`src/rtl/spi_reg_port.sv`:
```
module spi_reg_port #(
  parameter int FRAME_BITS  = 32,
  parameter int SYNC_STAGES = 2
) (
  input  logic                  clk,
  input  logic                  rst_n,
  input  logic                  cs_n_i,
  input  logic                  sck_i,
  input  logic                  sdi_i,
  output logic                  sdo_o,
  input  logic                  irq_i,
  input  logic [FRAME_BITS-2:0] rd_data_i,
  output logic                  wr_valid_o,
  output logic [FRAME_BITS-1:0] wr_data_o
);
  localparam int CW = $clog2(FRAME_BITS + 2);
  localparam logic [CW-1:0] FULL = CW'(FRAME_BITS);
  localparam logic [CW-1:0] OVER = CW'(FRAME_BITS + 1);

  logic [SYNC_STAGES-1:0] cs_sync, sck_sync, sdi_sync;
  logic                   cs_q, sck_q;
  logic [CW-1:0]          bit_cnt;
  logic [FRAME_BITS-1:0]  rx_sh;
  logic [FRAME_BITS-2:0]  tx_sh, resp_q;
  logic                   sdo_q, wr_valid_q;
  logic [FRAME_BITS-1:0]  wr_data_q;

  wire cs_s     = cs_sync[SYNC_STAGES-1];
  wire sck_s    = sck_sync[SYNC_STAGES-1];
  wire sdi_s    = sdi_sync[SYNC_STAGES-1];
  wire active   = ~cs_q & ~cs_s;
  wire cs_fall  = cs_q & ~cs_s;
  wire cs_rise  = ~cs_q & cs_s;
  wire sck_rise = active & ~sck_q & sck_s;
  wire sck_fall = active & sck_q & ~sck_s;
  wire frame_ok = cs_rise & (bit_cnt == FULL);

  always_ff @(posedge clk) begin
    if (!rst_n) begin
      cs_sync  <= '1;
      sck_sync <= '0;
      sdi_sync <= '0;
      cs_q     <= 1'b1;
      sck_q    <= 1'b0;
    end else begin
      cs_sync  <= {cs_sync[SYNC_STAGES-2:0], cs_n_i};
      sck_sync <= {sck_sync[SYNC_STAGES-2:0], sck_i};
      sdi_sync <= {sdi_sync[SYNC_STAGES-2:0], sdi_i};
      cs_q     <= cs_s;
      sck_q    <= sck_s;
    end
  end

  always_ff @(posedge clk) begin
    if (!rst_n) begin
      bit_cnt <= '0;
      rx_sh   <= '0;
    end else if (cs_fall) begin
      bit_cnt <= '0;
    end else if (sck_rise) begin
      rx_sh <= {rx_sh[FRAME_BITS-2:0], sdi_s};
      if (bit_cnt != OVER) bit_cnt <= bit_cnt + 1'b1;
    end
  end

  always_ff @(posedge clk) begin
    if (!rst_n) begin
      wr_valid_q <= 1'b0;
      wr_data_q  <= '0;
      resp_q     <= '0;
    end else begin
      wr_valid_q <= frame_ok;
      if (frame_ok) begin
        wr_data_q <= rx_sh;
        resp_q    <= rd_data_i;
      end
    end
  end

  always_ff @(posedge clk) begin
    if (!rst_n) begin
      sdo_q <= 1'b0;
      tx_sh <= '0;
    end else if (cs_fall) begin
      sdo_q <= irq_i;
      tx_sh <= resp_q;
    end else if (cs_s) begin
      sdo_q <= 1'b0;
    end else if (sck_fall) begin
      sdo_q <= tx_sh[FRAME_BITS-2];
      tx_sh <= {tx_sh[FRAME_BITS-3:0], 1'b0};
    end
  end

  assign sdo_o      = sdo_q;
  assign wr_valid_o = wr_valid_q;
  assign wr_data_o  = wr_data_q;
endmodule

```
`config.mk`:
```
export PLATFORM = sky130hd
export DESIGN_NAME = spi_reg_port
export DESIGN_NICKNAME = d
export VERILOG_FILES = /design/src/rtl/spi_reg_port.sv
export SDC_FILE = /design/constraint.sdc
export NUM_CORES = 1
export LEC_CHECK = 0
export ABC_AREA = 0
export ABC_CLOCK_PERIOD_IN_PS = 2300
export BUFFER_PORTS_ARGS = -buffer_cell sky130_fd_sc_hd__clkbuf_2
export CORE_MARGIN = 4
export CORE_UTILIZATION = 30
export DETAILED_ROUTE_END_ITERATION = 10
export GPL_TIMING_DRIVEN = 0
export PLACE_DENSITY_LB_ADDON = 0.12
export SLEW_MARGIN = 40
export SYNTH_ARGS = -nofsm -noshare
export SYNTH_HDL_FRONTEND = slang
export SYNTH_SLANG_ARGS = --single-unit
```
`constraint.sdc`:
```
create_clock -name clk -period 2.3 [get_ports clk]
set_input_delay 0.23 -clock clk [delete_from_list [all_inputs] [get_ports clk]]
set_output_delay 0.23 -clock clk [all_outputs]
set_load 0.1 [all_outputs]
```
* Word-level counts from Yosys, hierarchy flattened
Index checks and enable logic that the tools add are counted.
Cells by class: add/sub/neg operators 1, equal/unequal tests 3, muxes and demuxes 6, bitwise operators 14, reductions and logical operators 6
Operators by type and width (number):
- $mux 31 | 3
- $and 1x1->1 | 8
- $add 6x1->6 const B | 1
- $eq 6x6->1 const B | 1
- $ne 6x6->1 const B | 1
- $not 1->1 | 6
- $reduce_and 2->1 | 3
- $mux 1 | 3
- $reduce_bool 3->1 | 1
- $ne 2x1->1 const B | 1
- $reduce_bool 2->1 | 1
- $reduce_or 2->1 | 1
Word-level totals: bits in registers 142, input bits 37, output and inout port bits 34, logic and storage cells 42

* Logic depth before layout (Yosys ltp)
Gate-level depths: netlist (run 1).
depth in word-level cells 7, gate-level depth with buffers 7, gate-level depth less buffers 5

* Worst setup path after synthesis (run 1)
Ideal clock, no wire load.
path type register to register, start point register cs_sync[1], end point register bit_cnt[1], library setup time 0.128 ns, data arrival time 1.445 ns, required time 2.172 ns, setup slack 0.727 ns, stages on the path, launching flop included 7, buffers on the path 2, period minus slack after synthesis 1.573 ns, path through dfxtp_1 buf_6 or4b_4 buf_6 a21oi_2 mux2i_1 nor2_1
Between the ends: word-level cells in the longest chain between the ends 5, elaborated cells on any way between the ends 7, classes of those cells bitwise (5); reduce/logical (2)
RTL lines:
- from (decl) | RTL line 20 | logic [SYNC_STAGES-1:0] cs_sync, sck_sync, sdi_sync;
- from (signal assigned) | RTL line 46 | cs_sync <= {cs_sync[SYNC_STAGES-2:0], cs_n_i};
- $not 1->1 * | RTL line 31, 32
- $and 1x1->1 | RTL line 31 | wire active = ~cs_q & ~cs_s;
- $and 1x1->1 (2 in a row) | RTL line 34 | wire sck_rise = active & ~sck_q & sck_s;
- $reduce_and 2->1 (no source line)
- to (signal assigned) | RTL line 62 | if (bit_cnt != OVER) bit_cnt <= bit_cnt + 1'b1;
- to (decl) | RTL line 22 | logic [CW-1:0] bit_cnt;
Mark *: on every way between the ends. The rest lies on a longest branch, timed or not. A chain may end at the register's enable or synchronous reset.

* Worst setup path after layout (run 1)
start point register bit_cnt[2], end point register resp_q[0]
Between the ends: word-level cells in the longest chain between the ends 2
RTL lines:
- $eq 6x6->1 | RTL line 36 | wire frame_ok = cs_rise & (bit_cnt == FULL);
- $and 1x1->1 | RTL line 36
- to (signal assigned) | RTL line 75 | resp_q <= rd_data_i;
- to (decl) | RTL line 24 | logic [FRAME_BITS-2:0] tx_sh, resp_q;
No other way between the ends.

==> results.json, run 1 <==
{
  "cts_max_path_buffers": 2,
  "period_minus_slack_ps": 1820,
  "setup-tns-final_ps": 0,
  "start_util_pct": 30.8,
  "port_buffers": 69,
  "wl_per_cell_microns": 13.0,
  "dp_hpwl_microns": 8810,
  "die_x_microns": 144,
  "seqCellArea_sq_um": 2840,
  "ys_warn_count": 0,
  "grt_pass1_wl_microns": 20400,
  "hold_path.class": "in2reg",
  "slew_violations": 0,
  "worstPathMaxFanout": 10,
  "power.share.sequential_pct": 46.5,
  "cts-root-buf": "clkbuf_16",
  "peakVddDrop_mv": 0.523,
  "areaGrowthSynthToFinish_pct": 22.1,
  "finalSetupViolations": 0,
  "fillers": 1859,
  "synthTopCellsByArea": "dfxtp_1 51%, nand2_1 15%, a21boi_1 9.2%",
  "antenna_left": 0,
  "hold_viol_final": 0,
  "vias": 4266,
  "io-pin-count": 71,
  "p_leak_nw": 2.76,
  "status": "completed",
  "routed_wl_microns": 12300,
  "ys_ff_latch": 142,
  "grt_overflow": 0,
  "synth_nets": 655,
  "clk_pin_slew_ps": 60,
  "core_sq_um": 18100,
  "synth.distinct_cells": 28,
  "drtIter0Drc": 175,
  "internal_power_mw": 4.21,
  "num_antenna_cells": 0,
  "dieArea_sq_um": 20800,
  "multiInputGateArea_sq_um": 2490,
  "cp.arrival_ps": 2160,
  "globalplace.congestion": 0.745,
  "critical_path_required_ps": 2640,
  "drc": 0,
  "tightest_slew_ps": 631,
  "holdWs_ps": 14.1,
  "grt_pass1_vias": 4250,
  "synth_top_area_share_pct": 51.1,
  "gr-usage-all-layers_pct": 12.4,
  "drv_cap": 0,
  "drive_gt1_share_pct": 16.6,
  "clock.fmax_ghz": 0.550,
  "final_common_cell": "nand2_1",
  "first_pass_iters": 5,
  "crit_type": "reg2reg",
  "crit_path_end_kind": "flop",
  "viasPerCell": 4.50,
  "synth.avg_cell_area_sq_um": 9.05,
  "fin_crit_sh_pct": 79.0,
  "skew_ps": 6.86,
  "power_density_nw_per_um2": 794,
  "slew_headroom_pct": 57.9,
  "die_h_microns": 144,
  "rows": 49,
  "synthCells": 615,
  "cts.htree.levels": 4,
  "power.switching_mw": 1.18,
  "power_frac_clock_pct": 49.9,
  "final_cell_mix": "225 x nand2_1, 142 x dfxtp_1, 69 x clkbuf_2",
  "rsz0062_at_grt": "no",
  "nets": 745,
  "swShare_pct": 22.0,
  "ys_seq_area_share_pct": 51.1,
  "grt_start_max_net_pins": 17,
  "netlist_area_sq_um": 5560,
  "antenna_found_initial": 0,
  "cts_tree": "done",
  "p_comb_share_pct": 3.5,
  "start_kind": "flop",
  "cts.sinks": 142,
  "synth_top_area_cell": "dfxtp_1",
  "clk_latency_ps": 410,
  "cts_inserted_buffers": 17,
  "postCtsResizedCells": 0
}
[metrics by stage]
step                      area, sq um  worst slack, ps  total power [mW]  utilization (%)  std cells
after floorplan                  5560              727              2.69                -        615
after global placement           6200              121              2.75             34.3        913
after detailed placement         6200             69.6              2.76             34.3        913
after CTS                        6780             92.4              5.47             37.5        945
after global routing             6790              285              5.59             37.6        947
final                            6790              482              5.39             37.6        947
[Yosys cell counts]
master	count
nor4b_4	2
and4_1	1
o21ai_1	1
buf_2	4
o211ai_1	1
mux2i_1	31
a21oi_1	3
nand2_1	225
inv_1	4
a21boi_0	28
xor2_1	3
nand2b_1	5
or4b_4	1
nor2b_1	1
nor2_1	7
xnor2_1	1
o211a_1	30
dfxtp_1	142
clkbuf_1	34
a21boi_1	68
and2_1	6
nand4_1	3
ha_1	3
a2111oi_1	1
a21oi_2	1
and3_1	1
buf_4	6
buf_6	2
[per-layer routing]
metal  up-vias  track usage, %  part of all wire, %
met1      1958            15.8                   49
met2        73            20.1                   45
li1       2222               -                    -
met4         0            4.66                  1.4
met5         -               0                    0
met3        13            3.21                  4.1
[cell type report]
class	instances	share of cell area, %
sequential	142	41.8
clock buffer	18	6.46
timing repair buffer	71	5.30
multi-input combinational	423	36.7
inverter	4	0.221
tap	229	4.22
clock inverter	14	2.12
buffer	46	3.17
[sequential cells by signal, summed over array words and instances, names as in the netlist, 2 cells and up]
signal and cells:
resp_q 31, bit_cnt 6, rx_sh 32, wr_data_o 32, sdi_sync 2, sck_sync 2
tx_sh 31, cs_sync 2
[power by group through the flow]
stage	Sequential [mW]	Combinational [mW]	Clock, mW
2_1_floorplan	2.56	0.127	0
3_5_place_dp	2.56	0.194	0
3_3_place_gp	2.56	0.191	0
4_1_cts	2.51	0.195	2.77
6_report	2.51	0.191	2.69
5_1_grt	2.51	0.213	2.87
[worst paths after layout]
kind,slack (ps),endpoint,cells after the start,start
max,480,resp_q[0],6,bit_cnt[2]
min,10,cs_sync[0],2,cs_n_i
min reg2reg,410,cs_sync[1],1,cs_sync[0]
max reg2reg,480,resp_q[0],6,bit_cnt[2]
[timing repair]
action	CTS	global route
setup endpoints to repair	0	26
setup buffers	0	2
hold buffers	0	0
[worst max-delay path, cell delays in order (launching register included)]
cell	delay (ps)
dfxtp_1	360
nor4b_4	410
and4_1	220
buf_2	300
buf_4	230
nand2_1	100
a21boi_1	120
[cell families (layout without fill, tap and decap cells)]
kind of cell | count (synthesis) | after routing | synth area share (%)
and+or+nand+nor | 252 | 252 | 18.7
DFF | 142 | 142 | 51.1
AOI/OAI and AO/OA | 133 | 133 | 19.2
buffers and inverters | 50 | 153 | 4.14
muxes | 31 | 31 | 5.58
xor gates and xnor gates | 4 | 4 | 0.630
adders and majority gates | 3 | 3 | 0.675
Power figures use the tool's default switching activity.
==> run 2: changes to the inputs <==
Settings changed: ABC_CLOCK_PERIOD_IN_PS 2300 to 1800.
Clock period 2.3 ns to 1.8 ns, I/O delays scaled along.
==> run 2 against run 1 <==
Combinational power grew 58%. Flip-flop and latch count is the same. Clock skew is essentially flat. Worst setup slack lost 370 ps. Critical path depth shrank 1. Clock-buffer cell count is the same. Core utilization grew 2.2 points. Register-to-register slack lost 370 ps. Total power grew 29%. Routed wire length grew 1.4%. Largest power group unchanged.
==> results.json, run 2 (synthesized netlist as in run 1, its figures left out) <==
{
  "grt_overflow": 0,
  "holdWs_ps": 23.1,
  "drv_cap": 0,
  "fin_crit_sh_pct": 93.8,
  "vias": 4417,
  "pre_cts_ws_ps": -430,
  "routed_wl_microns": 12500,
  "cts-root-buf": "clkbuf_16",
  "placed_cells": 913,
  "port_buffers": 69,
  "die_x_microns": 144,
  "start_util_pct": 30.8,
  "gr-usage-all-layers_pct": 12.6,
  "p_comb_share_pct": 4.3,
  "critical_path_required_ps": 2100,
  "globalplace.congestion": 0.745,
  "slew_violations": 0,
  "skew_ps": 6.64,
  "cp.arrival_ps": 1990,
  "areaGrowthSynthToFinish_pct": 29.2,
  "cts.htree.levels": 4,
  "stdcell_count": 984,
  "rsz0062_at_grt": "no",
  "worstReg2RegEnd": "tx_sh[4]",
  "crit_type": "reg2reg",
  "cts_inserted_buffers": 17,
  "cts.sinks": 142,
  "first_pass_iters": 5,
  "grt_pass1_wl_microns": 20900,
  "internal_power_mw": 5.43,
  "power.share.sequential_pct": 46.1,
  "hold_viol_final": 0,
  "crit_path_end_kind": "flop",
  "clk_latency_ps": 410,
  "wl_per_cell_microns": 12.7,
  "min_from": "rd_data_i[30]",
  "power_mw": 6.95,
  "grt_start_max_net_pins": 17,
  "finalSetupViolations": 0,
  "final_cell_mix": "225 x nand2_1, 142 x dfxtp_1, 78 x clkbuf_2",
  "power_density_nw_per_um2": 967,
  "clk_pin_slew_ps": 60,
  "holdPathStages": 3,
  "min_to": "resp_q[30]",
  "die_h_microns": 144,
  "dieArea_sq_um": 20800,
  "status": "completed",
  "antenna_left": 0,
  "rrSetupSlack_ps": 110,
  "antenna_found_initial": 0,
  "crit_start": "cs_q",
  "cts_max_path_buffers": 2,
  "drtIter0Drc": 197,
  "final_common_cell": "nand2_1",
  "p_leak_nw": 2.95,
  "period_minus_slack_ps": 1690,
  "viasPerCell": 4.49,
  "final_core_util_pct": 39.7,
  "swShare_pct": 21.9,
  "fillers": 1830,
  "cts_tree": "done",
  "core_sq_um": 18100,
  "io-pin-count": 71,
  "setup_ws_ps": 111,
  "hold_path.class": "in2reg",
  "nets": 782,
  "drive_gt1_share_pct": 17.9,
  "rows": 49,
  "start_kind": "flop",
  "tightest_slew_ps": 619,
  "dp_hpwl_microns": 8810,
  "clock.fmax_ghz": 0.592,
  "peakVddDrop_mv": 0.668,
  "worstPathMaxFanout": 10,
  "drc": 0,
  "reg2reg_from": "cs_q",
  "power_frac_clock_pct": 49.5,
  "grt_pass1_vias": 4380,
  "slew_headroom_pct": 58.7,
  "num_antenna_cells": 0,
  "reg2regPathDepth": 5,
  "power.switching_mw": 1.52
}
[run 2: cell types whose count changed in the layout (fill, tap and decap cells not counted), sizes merged]
cell         before  now
dlygate4sd3       0   33
clkbuf          121  122
buf              14   17
[run 2: power groups by stage]
stage,logic (mW),clock network [mW],registers (mW)
CTS,0.306,3.54,3.20
floorplan,0.162,0,3.27
finish,0.302,3.44,3.21
global route,0.335,3.67,3.21
detailed placement,0.248,0,3.27
global placement,0.244,0,3.27
[run 2: per-layer routing]
metal / vias up / wire [microns] / track usage, %
met5: - / 0 / 0
met4: 0 / 176 / 4.66
met3: 13 / 556 / 3.11
met2: 92 / 5670 / 20.7
met1: 2019 / 6090 / 16.0
li1: 2293 / - / -
[run 2: repair_timing]
action | CTS | global route
hold buffers | 33 | 0
endpoints found under the hold margin | 33 | 0
endpoints found under the setup margin | 82 | 86
pin swaps | 1 | 2
cloned | 0 | 0
resized for setup | 3 | 19
setup buffers | 3 | 5
[run 2: worst max-delay path by stage]
stage	to	slack [ps]
6_report	tx_sh[4]	110
4_1_cts	rx_sh[18]	20
2_1_floorplan	bit_cnt[1]	230
5_1_grt	tx_sh[18]	2
3_5_place_dp	resp_q[17]	-430
3_3_place_gp	resp_q[10]	-380
[run 2: stage by stage]
stage	area [sq um]	setup TNS, ps
after global routing	7190	0
final	7190	0
after floorplan	5560	0
after CTS	7140	0
after global placement	6200	-20840
after detailed placement	6200	-22880
[run 2: area by class of cell]
type | count | area (sq um) | area share (%)
buffer | 44 | 229 | 3.19
clock buffer | 18 | 439 | 6.11
clock inverter | 14 | 144 | 2.00
inverter | 4 | 15.0 | 0.209
multi-input combinational | 423 | 2490 | 34.7
sequential | 142 | 2840 | 39.6
tap | 229 | 287 | 3.99
timing repair buffer | 110 | 736 | 10.2
[run 2: worst max-delay path, stage by stage (launching register included)]
cell and delay, ps:
dfxtp_1 430, inv_1 140, a21oi_2 330, clkbuf_1 410, nand2_1 110, o211a_1 150
==> run 3: changes to the inputs <==
Settings changed: CORE_ASPECT_RATIO from default to 0.6, HOLD_SLACK_MARGIN from default to 0.15.
==> run 3 against run 2 <==
Hold slack improved by 390 ps. Flip-flop and latch count did not move. Clock-buffer cell count rose by 4. Design area rose by 0.63%. Highest routed layer unchanged.
==> results.json, run 3 (synthesized netlist as in run 1, its figures left out) <==
{
  "fillers": 1859,
  "placed_cells": 924,
  "core_sq_um": 18100,
  "critical_path_required_ps": 2100,
  "multiInputGateArea_sq_um": 2490,
  "gr-usage-all-layers_pct": 13.4,
  "first_pass_iters": 6,
  "drv_cap": 0,
  "wl_per_cell_microns": 13.1,
  "final_core_util_pct": 39.9,
  "die_h_microns": 113,
  "finalSetupViolations": 0,
  "power_density_nw_per_um2": 974,
  "start_util_pct": 30.7,
  "nets": 784,
  "p_leak_nw": 2.98,
  "clk_latency_ps": 420,
  "period_minus_slack_ps": 1660,
  "viasPerCell": 4.47,
  "dp_hpwl_microns": 9290,
  "die_x_microns": 184,
  "rows": 38,
  "min_from": "cs_sync[0]",
  "globalplace.congestion": 0.738,
  "worstReg2RegEnd": "rx_sh[5]",
  "crit_type": "reg2reg",
  "reg2reg_from": "cs_sync[1]",
  "cts-root-buf": "clkbuf_16",
  "start_kind": "flop",
  "slew_violations": 0,
  "rrSetupSlack_ps": 140,
  "peakVddDrop_mv": 0.633,
  "num_antenna_cells": 0,
  "cts.sinks": 142,
  "areaGrowthSynthToFinish_pct": 30.0,
  "dieArea_sq_um": 20900,
  "drive_gt1_share_pct": 18.1,
  "cts_max_path_buffers": 2,
  "drtIter0Drc": 290,
  "fin_crit_sh_pct": 92.3,
  "hold_viol_final": 0,
  "io-pin-count": 71,
  "setup-tns-final_ps": 0,
  "cts.htree.levels": 4,
  "stdcell_count": 997,
  "drc": 0,
  "clk_pin_slew_ps": 60,
  "final_common_cell": "nand2_1",
  "crit_path_end_kind": "flop",
  "antenna_found_initial": 0,
  "grt_pass1_vias": 4523,
  "routed_wl_microns": 13100,
  "grt_pass1_wl_microns": 22500,
  "grt_start_max_net_pins": 17,
  "final_cell_mix": "225 x nand2_1, 142 x dfxtp_1, 83 x clkbuf_2",
  "cts_inserted_buffers": 17,
  "port_buffers": 69,
  "skew_ps": 8.76,
  "slew_headroom_pct": 63.0,
  "clock.fmax_ghz": 0.602,
  "seqCellArea_sq_um": 2840,
  "worstPathMaxFanout": 10,
  "rsz0062_at_grt": "no",
  "cp.arrival_ps": 1960,
  "reg2regPathDepth": 6,
  "status": "completed",
  "cts_tree": "done",
  "holdPathStages": 1,
  "hold_path.class": "reg2reg",
  "grt_overflow": 0,
  "antenna_left": 0,
  "min_to": "cs_sync[1]",
  "vias": 4456,
  "tightest_slew_ps": 557
}
run 3: cell count changes in the layout (fill, tap and decap cells not counted):
cell | previous run | this run
clkbuf_2 | 78 | 83
clkbuf_8 | 1 | 4
clkbuf_1 | 23 | 21
clkbuf_4 | 3 | 1
clkinvlp_4 | 5 | 3
dlygate4sd3_1 | 33 | 35
clkinv_4 | 2 | 1
inv_6 | 1 | 0
run 3: where the power goes:
part	switching [mW]	leakage, nW	total (mW)	internal [mW]
registers	0.0213	1.15	3.21	3.18
logic	0.138	1.54	0.310	0.172
clock network	1.35	0.288	3.52	2.18
run 3: critical path, cell delays in order, from the launching register on:
cell	delay, ps
dfxtp_1	300
buf_6	130
or4b_4	530
buf_6	150
clkbuf_1	230
nand2_1	120
a21boi_0	80
run 3: final cells by class:
class | count | share of cell area (%)
well taps | 240 | 4.15
clock inverters | 10 | 1.54
flip-flops and latches | 142 | 39.3
multi-input cells | 423 | 34.5
clock buffers | 22 | 6.70
plain buffers | 46 | 3.36
repair buffers | 110 | 10.2
inverters | 4 | 0.208
run 3: metrics by stage:
stage	worst slack (ps)	instance area (sq um)	hold WS, ps	total power, mW
CTS	17.3	7180	427	7.14
global placement	-211	6210	380	3.52
finish	138	7230	418	7.04
floorplan	227	5560	281	3.43
detailed placement	-226	6210	401	3.53
global route	1.14	7230	439	7.31
run 3: layer usage:
layer / GRT usage [%] / vias up / wire [microns]
li1: - / 2297 / -
met2: 19.2 / 64 / 5330
met3: 3.95 / 19 / 534
met4: 4.14 / 0 / 179
met1: 19.4 / 2076 / 7030
met5: 0 / - / 0
run 3: worst max-delay path by stage:
stage / from / slack (ps) / to
6_report: cs_sync[1] / 140 / rx_sh[5]
5_1_grt: cs_sync[1] / 1 / rx_sh[10]
4_1_cts: cs_sync[1] / 20 / rx_sh[5]
3_5_place_dp: bit_cnt[2] / -230 / resp_q[13]
3_3_place_gp: bit_cnt[2] / -210 / resp_q[19]
2_1_floorplan: cs_sync[1] / 230 / bit_cnt[1]
run 3: timing repair:
action	CTS	global route
setup endpoints to repair	95	89
endpoints found under the hold margin	35	0
cloned	0	0
pin swaps	1	2
resized for setup	6	25
buffers inserted	2	4
hold buffers	35	0
